File: src/rtl/mio_rst_pkg.sv
package mio_rst_pkg;

  typedef enum logic {
    PIN_DATA  = 1'b0,
    PIN_RESET = 1'b1
  } pin_role_e;

  function automatic pin_role_e role_of(input logic alt_en, input logic quad_en,
                                        input logic cs_hi);
    return (alt_en && (!quad_en || cs_hi)) ? PIN_RESET : PIN_DATA;
  endfunction

endpackage

File: src/rtl/mio_sync_cell.sv
module mio_sync_cell #(
  parameter int unsigned WIDTH  = 2,
  parameter int unsigned STAGES = 2,
  parameter logic [WIDTH-1:0] RST_VAL = '1
) (
  input  logic             clk_i,
  input  logic             rst_ni,
  input  logic [WIDTH-1:0] d_i,
  output logic [WIDTH-1:0] q_o
);

  logic [WIDTH-1:0] stage_q [STAGES];

  for (genvar s = 0; s < STAGES; s++) begin : g_stage
    always_ff @(posedge clk_i or negedge rst_ni) begin
      if (!rst_ni)     stage_q[s] <= RST_VAL;
      else if (s == 0) stage_q[s] <= d_i;
      else             stage_q[s] <= stage_q[(s == 0) ? 0 : s-1];
    end
  end

  assign q_o = stage_q[STAGES-1];

endmodule

File: src/rtl/mio_blank_win.sv
module mio_blank_win #(
  parameter int unsigned BLANK_CYC = 4,
  localparam int unsigned CW = $clog2(BLANK_CYC + 1)
) (
  input  logic clk_i,
  input  logic rst_ni,
  input  logic cs_hi_i,
  input  logic quad_i,
  output logic blank_o
);

  logic [CW-1:0] hi_cnt_q;

  // counts cycles since deselect, saturating at the window length
  always_ff @(posedge clk_i or negedge rst_ni) begin
    if (!rst_ni)                           hi_cnt_q <= CW'(BLANK_CYC);
    else if (!cs_hi_i)                     hi_cnt_q <= '0;
    else if (hi_cnt_q < CW'(BLANK_CYC))    hi_cnt_q <= hi_cnt_q + 1'b1;
  end

  assign blank_o = quad_i && cs_hi_i && (hi_cnt_q < CW'(BLANK_CYC));

  a_r7_blank_on_rise: assert property (@(posedge clk_i) disable iff (!rst_ni)
    (BLANK_CYC > 0 && quad_i && cs_hi_i && $past(!cs_hi_i)) |-> blank_o);

  a_r7_cnt_bounded: assert property (@(posedge clk_i) disable iff (!rst_ni)
    hi_cnt_q <= CW'(BLANK_CYC));

endmodule

File: src/rtl/mio_low_qual.sv
module mio_low_qual #(
  parameter int unsigned RP_CYC = 8,
  localparam int unsigned CW = $clog2(RP_CYC + 1)
) (
  input  logic clk_i,
  input  logic rst_ni,
  input  logic armed_i,
  input  logic pin_hi_i,
  output logic fire_o
);

  logic [CW-1:0] low_cnt_q;
  logic          spent_q;
  logic          hit;

  assign hit = armed_i && !pin_hi_i && !spent_q && (low_cnt_q == CW'(RP_CYC - 1));

  always_ff @(posedge clk_i or negedge rst_ni) begin
    if (!rst_ni)                       low_cnt_q <= '0;
    else if (!armed_i || pin_hi_i)     low_cnt_q <= '0;
    else if (low_cnt_q < CW'(RP_CYC))  low_cnt_q <= low_cnt_q + 1'b1;
  end

  // one pulse per low run; re-arm only after the pad reads high
  always_ff @(posedge clk_i or negedge rst_ni) begin
    if (!rst_ni) begin
      spent_q <= 1'b0;
      fire_o  <= 1'b0;
    end else begin
      fire_o <= hit;
      if (pin_hi_i) spent_q <= 1'b0;
      else if (hit) spent_q <= 1'b1;
    end
  end

  a_r8_single_cycle: assert property (@(posedge clk_i) disable iff (!rst_ni)
    fire_o |=> !fire_o);

  a_r8_no_refire: assert property (@(posedge clk_i) disable iff (!rst_ni)
    (spent_q && !pin_hi_i) |=> !fire_o);

  a_r9_fire_needs_low: assert property (@(posedge clk_i) disable iff (!rst_ni)
    fire_o |-> $past(!pin_hi_i && armed_i));

endmodule

File: src/rtl/mio_rst_detect.sv
module mio_rst_detect
  import mio_rst_pkg::*;
#(
  parameter int unsigned RP_CYC      = 8,
  parameter int unsigned BLANK_CYC   = 4,
  parameter int unsigned SYNC_STAGES = 2
) (
  input  logic clk_i,
  input  logic rst_ni,
  input  logic cs_n_i,
  input  logic pin_i,
  input  logic alt_rst_en_i,
  input  logic quad_en_i,
  output logic pin_is_rst_o,
  output logic rst_pulse_o
);

  logic [1:0] sync_q;
  logic       cs_hi_s;
  logic       pin_hi_s;
  logic       blank;
  logic       armed;
  pin_role_e  role;

  // deselected and pulled-up after reset
  mio_sync_cell #(
    .WIDTH  (2),
    .STAGES (SYNC_STAGES),
    .RST_VAL(2'b11)
  ) u_sync (
    .clk_i (clk_i),
    .rst_ni(rst_ni),
    .d_i   ({cs_n_i, pin_i}),
    .q_o   (sync_q)
  );

  assign cs_hi_s  = sync_q[1];
  assign pin_hi_s = sync_q[0];

  mio_blank_win #(.BLANK_CYC(BLANK_CYC)) u_blank (
    .clk_i  (clk_i),
    .rst_ni (rst_ni),
    .cs_hi_i(cs_hi_s),
    .quad_i (quad_en_i),
    .blank_o(blank)
  );

  assign role         = role_of(alt_rst_en_i, quad_en_i, cs_hi_s);
  assign pin_is_rst_o = (role == PIN_RESET);
  assign armed        = alt_rst_en_i && cs_hi_s && !blank;

  mio_low_qual #(.RP_CYC(RP_CYC)) u_qual (
    .clk_i   (clk_i),
    .rst_ni  (rst_ni),
    .armed_i (armed),
    .pin_hi_i(pin_hi_s),
    .fire_o  (rst_pulse_o)
  );

  a_r2_no_fire_hold_mode: assert property (@(posedge clk_i) disable iff (!rst_ni)
    rst_pulse_o |-> $past(alt_rst_en_i));

  a_r4_no_fire_selected: assert property (@(posedge clk_i) disable iff (!rst_ni)
    rst_pulse_o |-> $past(cs_hi_s));

  a_r7_no_fire_in_blank: assert property (@(posedge clk_i) disable iff (!rst_ni)
    rst_pulse_o |-> $past(!blank));

  a_r3_data_role_selected: assert property (@(posedge clk_i) disable iff (!rst_ni)
    (quad_en_i && !cs_hi_s) |-> !pin_is_rst_o);

endmodule

File: config.mk
export PLATFORM = sky130hd
export DESIGN_NAME = mio_rst_detect
export DESIGN_NICKNAME = d
export VERILOG_FILES = /design/src/rtl/mio_rst_pkg.sv /design/src/rtl/mio_sync_cell.sv /design/src/rtl/mio_blank_win.sv /design/src/rtl/mio_low_qual.sv /design/src/rtl/mio_rst_detect.sv
export SDC_FILE = /design/constraint.sdc
export NUM_CORES = 1
export LEC_CHECK = 0
export ABC_CLOCK_PERIOD_IN_PS = 1150
export CAP_MARGIN = 15
export CORE_AREA = 2 2 39 41
export DETAILED_ROUTE_END_ITERATION = 16
export DIE_AREA = 0 0 41 43
export SLEW_MARGIN = 10
export SYNTH_ARGS = -nofsm -noshare
export SYNTH_HDL_FRONTEND = slang
export SYNTH_SLANG_ARGS = --single-unit
File: constraint.sdc
create_clock -name clk_i -period 1.15 [get_ports clk_i]
set_clock_uncertainty 0.2 [all_clocks]
set_input_delay 0.23 -clock clk_i [delete_from_list [all_inputs] [get_ports clk_i]]
set_output_delay 0.23 -clock clk_i [all_outputs]
set_load 0.01 [all_outputs]
==> impl_metrics.toml <==
[clock_tree]
cts_tree = "yes"
clk_pin_slew_ps = 70
root_buffer = "clkbuf_4"
cts_buffers = 3
htreeDepth = 1
cts_sinks = 13
clock_latency_ps = 260
cts_hold_buf = 0
clk_path_buf_depth = 2

[power_and_ir_drop]
p_leak_nw = 0.347
ir_drop_mv = 0.716
cellPowerDensity_mw_per_mm2 = 1200

[timing]
rsz0062_at_grt = "yes"
max_slew_margin = 0.855
period_share = 1.31
setup-violations-final = 9
max_freq_mhz = 666
min_period_ps = 1500
finalMaxSlewViolations = 0
hold_viol_final = 0
fin_ws_ps = -352
tns_ps = -1750
worst_slew_pin_slew_ps = 217

[setup_path]
ff2ff_path_depth = 5
criticalPathCategory = "reg2out"
cp-end-kind = "primary output"
r2r-start = "u_sync.q_o[1]$_DFF_PN1_"
worst_setup_path_start_kind = "flop"
reg2reg_slack_ps = -300
cp-startpoint = "u_sync.q_o[1]$_DFF_PN1_"
r2r-end = "u_qual.fire_o$_DFF_PN0_"
crit_fanout = 2
required_ps = 720
worstPathArrival_ps = 1070

[global_route]
grt_pass1_wl_um = 1320
grt_max_degree = 14
grt_overflow = 0
grt_usage = 0.111
grt_antenna_before_repair = 0
grt_pass1_vias = 344

[synth]
synthCells = 38
synth_top_area_cell = "dfrtp_1"
seq_area_frac_synth = 0.646
yosys.cell_types.count = 16
synth_warnings = 0
ys_ff_latch = 13
syn_area_per_cell_um2 = 13.5
yosys-top-cells-area = "dfrtp_1 (39%), dfstp_2 (26%), nor2_1 (5.9%)"
netlist.area_leader.share = 0.390
postSynthNetCount = 46
netlist_area_um2 = 513

[drt]
drtPass1Iterations = 4
finalWirelength_um = 770
num_vias = 336
drtAntennaViolNets = 0
drcViolationCount = 0
drt_iter0_drc = 3
wire_per_inst_um = 10.3
vias_per_cell = 4.48

[finish]
final_cell_mix = "dfrtp_1 (8), buf_4 (6), clkdlybuf4s50_1 (5), dfstp_2 (5)"
utilization = 0.544
syn2layout_area_growth_pct = 46.8
diodes = 0
layout_commonest_cell = "dfrtp_1"
fillers = 120
drive_gt1_frac = 0.542
nets = 68

[outcome]
outcome = "finished, violations left"
violations = "setup timing"

[floorplan]
die_width_um = 41
fp.dieH_um = 43
initial_core_util = 0.371
core_area_mm2 = 0.00138
num_io_pins = 8
rows = 14
die-area_mm2 = 0.00176

[placement]
place_ws_ps = -690
dpl.hpwl_um = 596
gp_congestion = 0.740
portBuffers = 7

[worst_hold_path]
hold_path_class = "in2async"

[run]
drv_cap = 0
-- repair_timing --
action,4_1_cts,5_1_grt
gates resized for setup,14,4
hold endpoints to repair,0,0
setup buffers,3,1
setup endpoints to repair,10,10
pin swaps,4,4
cloned,0,0
-- routing by layer --
layer  GRT usage  share of wire  vias up
li1            -              -      168
met1       0.145           0.42      162
met2       0.169           0.55        6
met3      0.0314          0.030        0
met4      0.0400              0        0
met5           0              0        -
-- kinds of logic after synthesis --
family	synth area share
adders and majority gates	0.0488
muxes	0.0390
xor gates and xnor gates	0.0512
and+or+nand+nor	0.161
DFF	0.646
buffers and inverters	0.0146
AOI/OAI and AO/OA	0.0390
-- critical path, stage by stage, from the launching register on --
cell and delay [ps]:
dfstp_2 540, inv_2 40, a21boi_2 100, buf_2 130
-- cell type report --
cell class / instances / area [um^2] / area share
timing repair buffer: 17 / 159 / 0.211
sequential: 13 / 332 / 0.440
inverter: 2 / 7.51 / 0.00997
clock buffer: 4 / 26.3 / 0.0349
multi-input combinational: 23 / 209 / 0.277
tap: 16 / 20.0 / 0.0266
-- cell usage after synthesis --
cell      n
dfstp_2   5
nand2b_2  1
nor3_2    1
o22ai_1   1
ha_1      2
a31oi_1   1
nand4b_4  1
nand2_1   1
nor2_1    8
dfrtp_1   8
mux2i_1   2
a21boi_1  1
inv_1     2
xor2_1    2
nor2b_1   1
xnor2_1   1
-- state kept, by name (all words and copies together), names as in the netlist --
signal	count
u_blank.hi_cnt_q	3
u_qual.fire_o	1
u_qual.low_cnt_q	4
u_qual.spent_q	1
u_sync.q_o	2
u_sync.stage_q	2
-- where the power goes --
part	switching, W	internal [W]	total, W
clock network	0.000120	0.000134	0.000254
registers	0.0000149	0.000493	0.000507
logic	0.0000549	0.0000844	0.000139
total	0.000190	0.000711	0.000901
-- per-stage QoR --
step / hold WS [ps] / area (um^2) / power (W) / std cells
2_1_floorplan: -266 / 532 / 0.000570 / 38
3_3_place_gp: 147 / 694 / 0.000638 / 69
3_5_place_dp: 148 / 694 / 0.000645 / 69
4_1_cts: 78.2 / 757 / 0.000923 / 76
5_1_grt: 71.6 / 753 / 0.000963 / 75
6_report: 86.1 / 753 / 0.000901 / 75
-- worst max-delay path by stage --
stage | end | slack (ps)
final | pin_is_rst_o | -350
after detailed placement | pin_is_rst_o | -690
after global routing | pin_is_rst_o | -430
after global placement | pin_is_rst_o | -670
after floorplan | pin_is_rst_o | -30
after CTS | pin_is_rst_o | -370
Power figures use the tool's default switching activity.
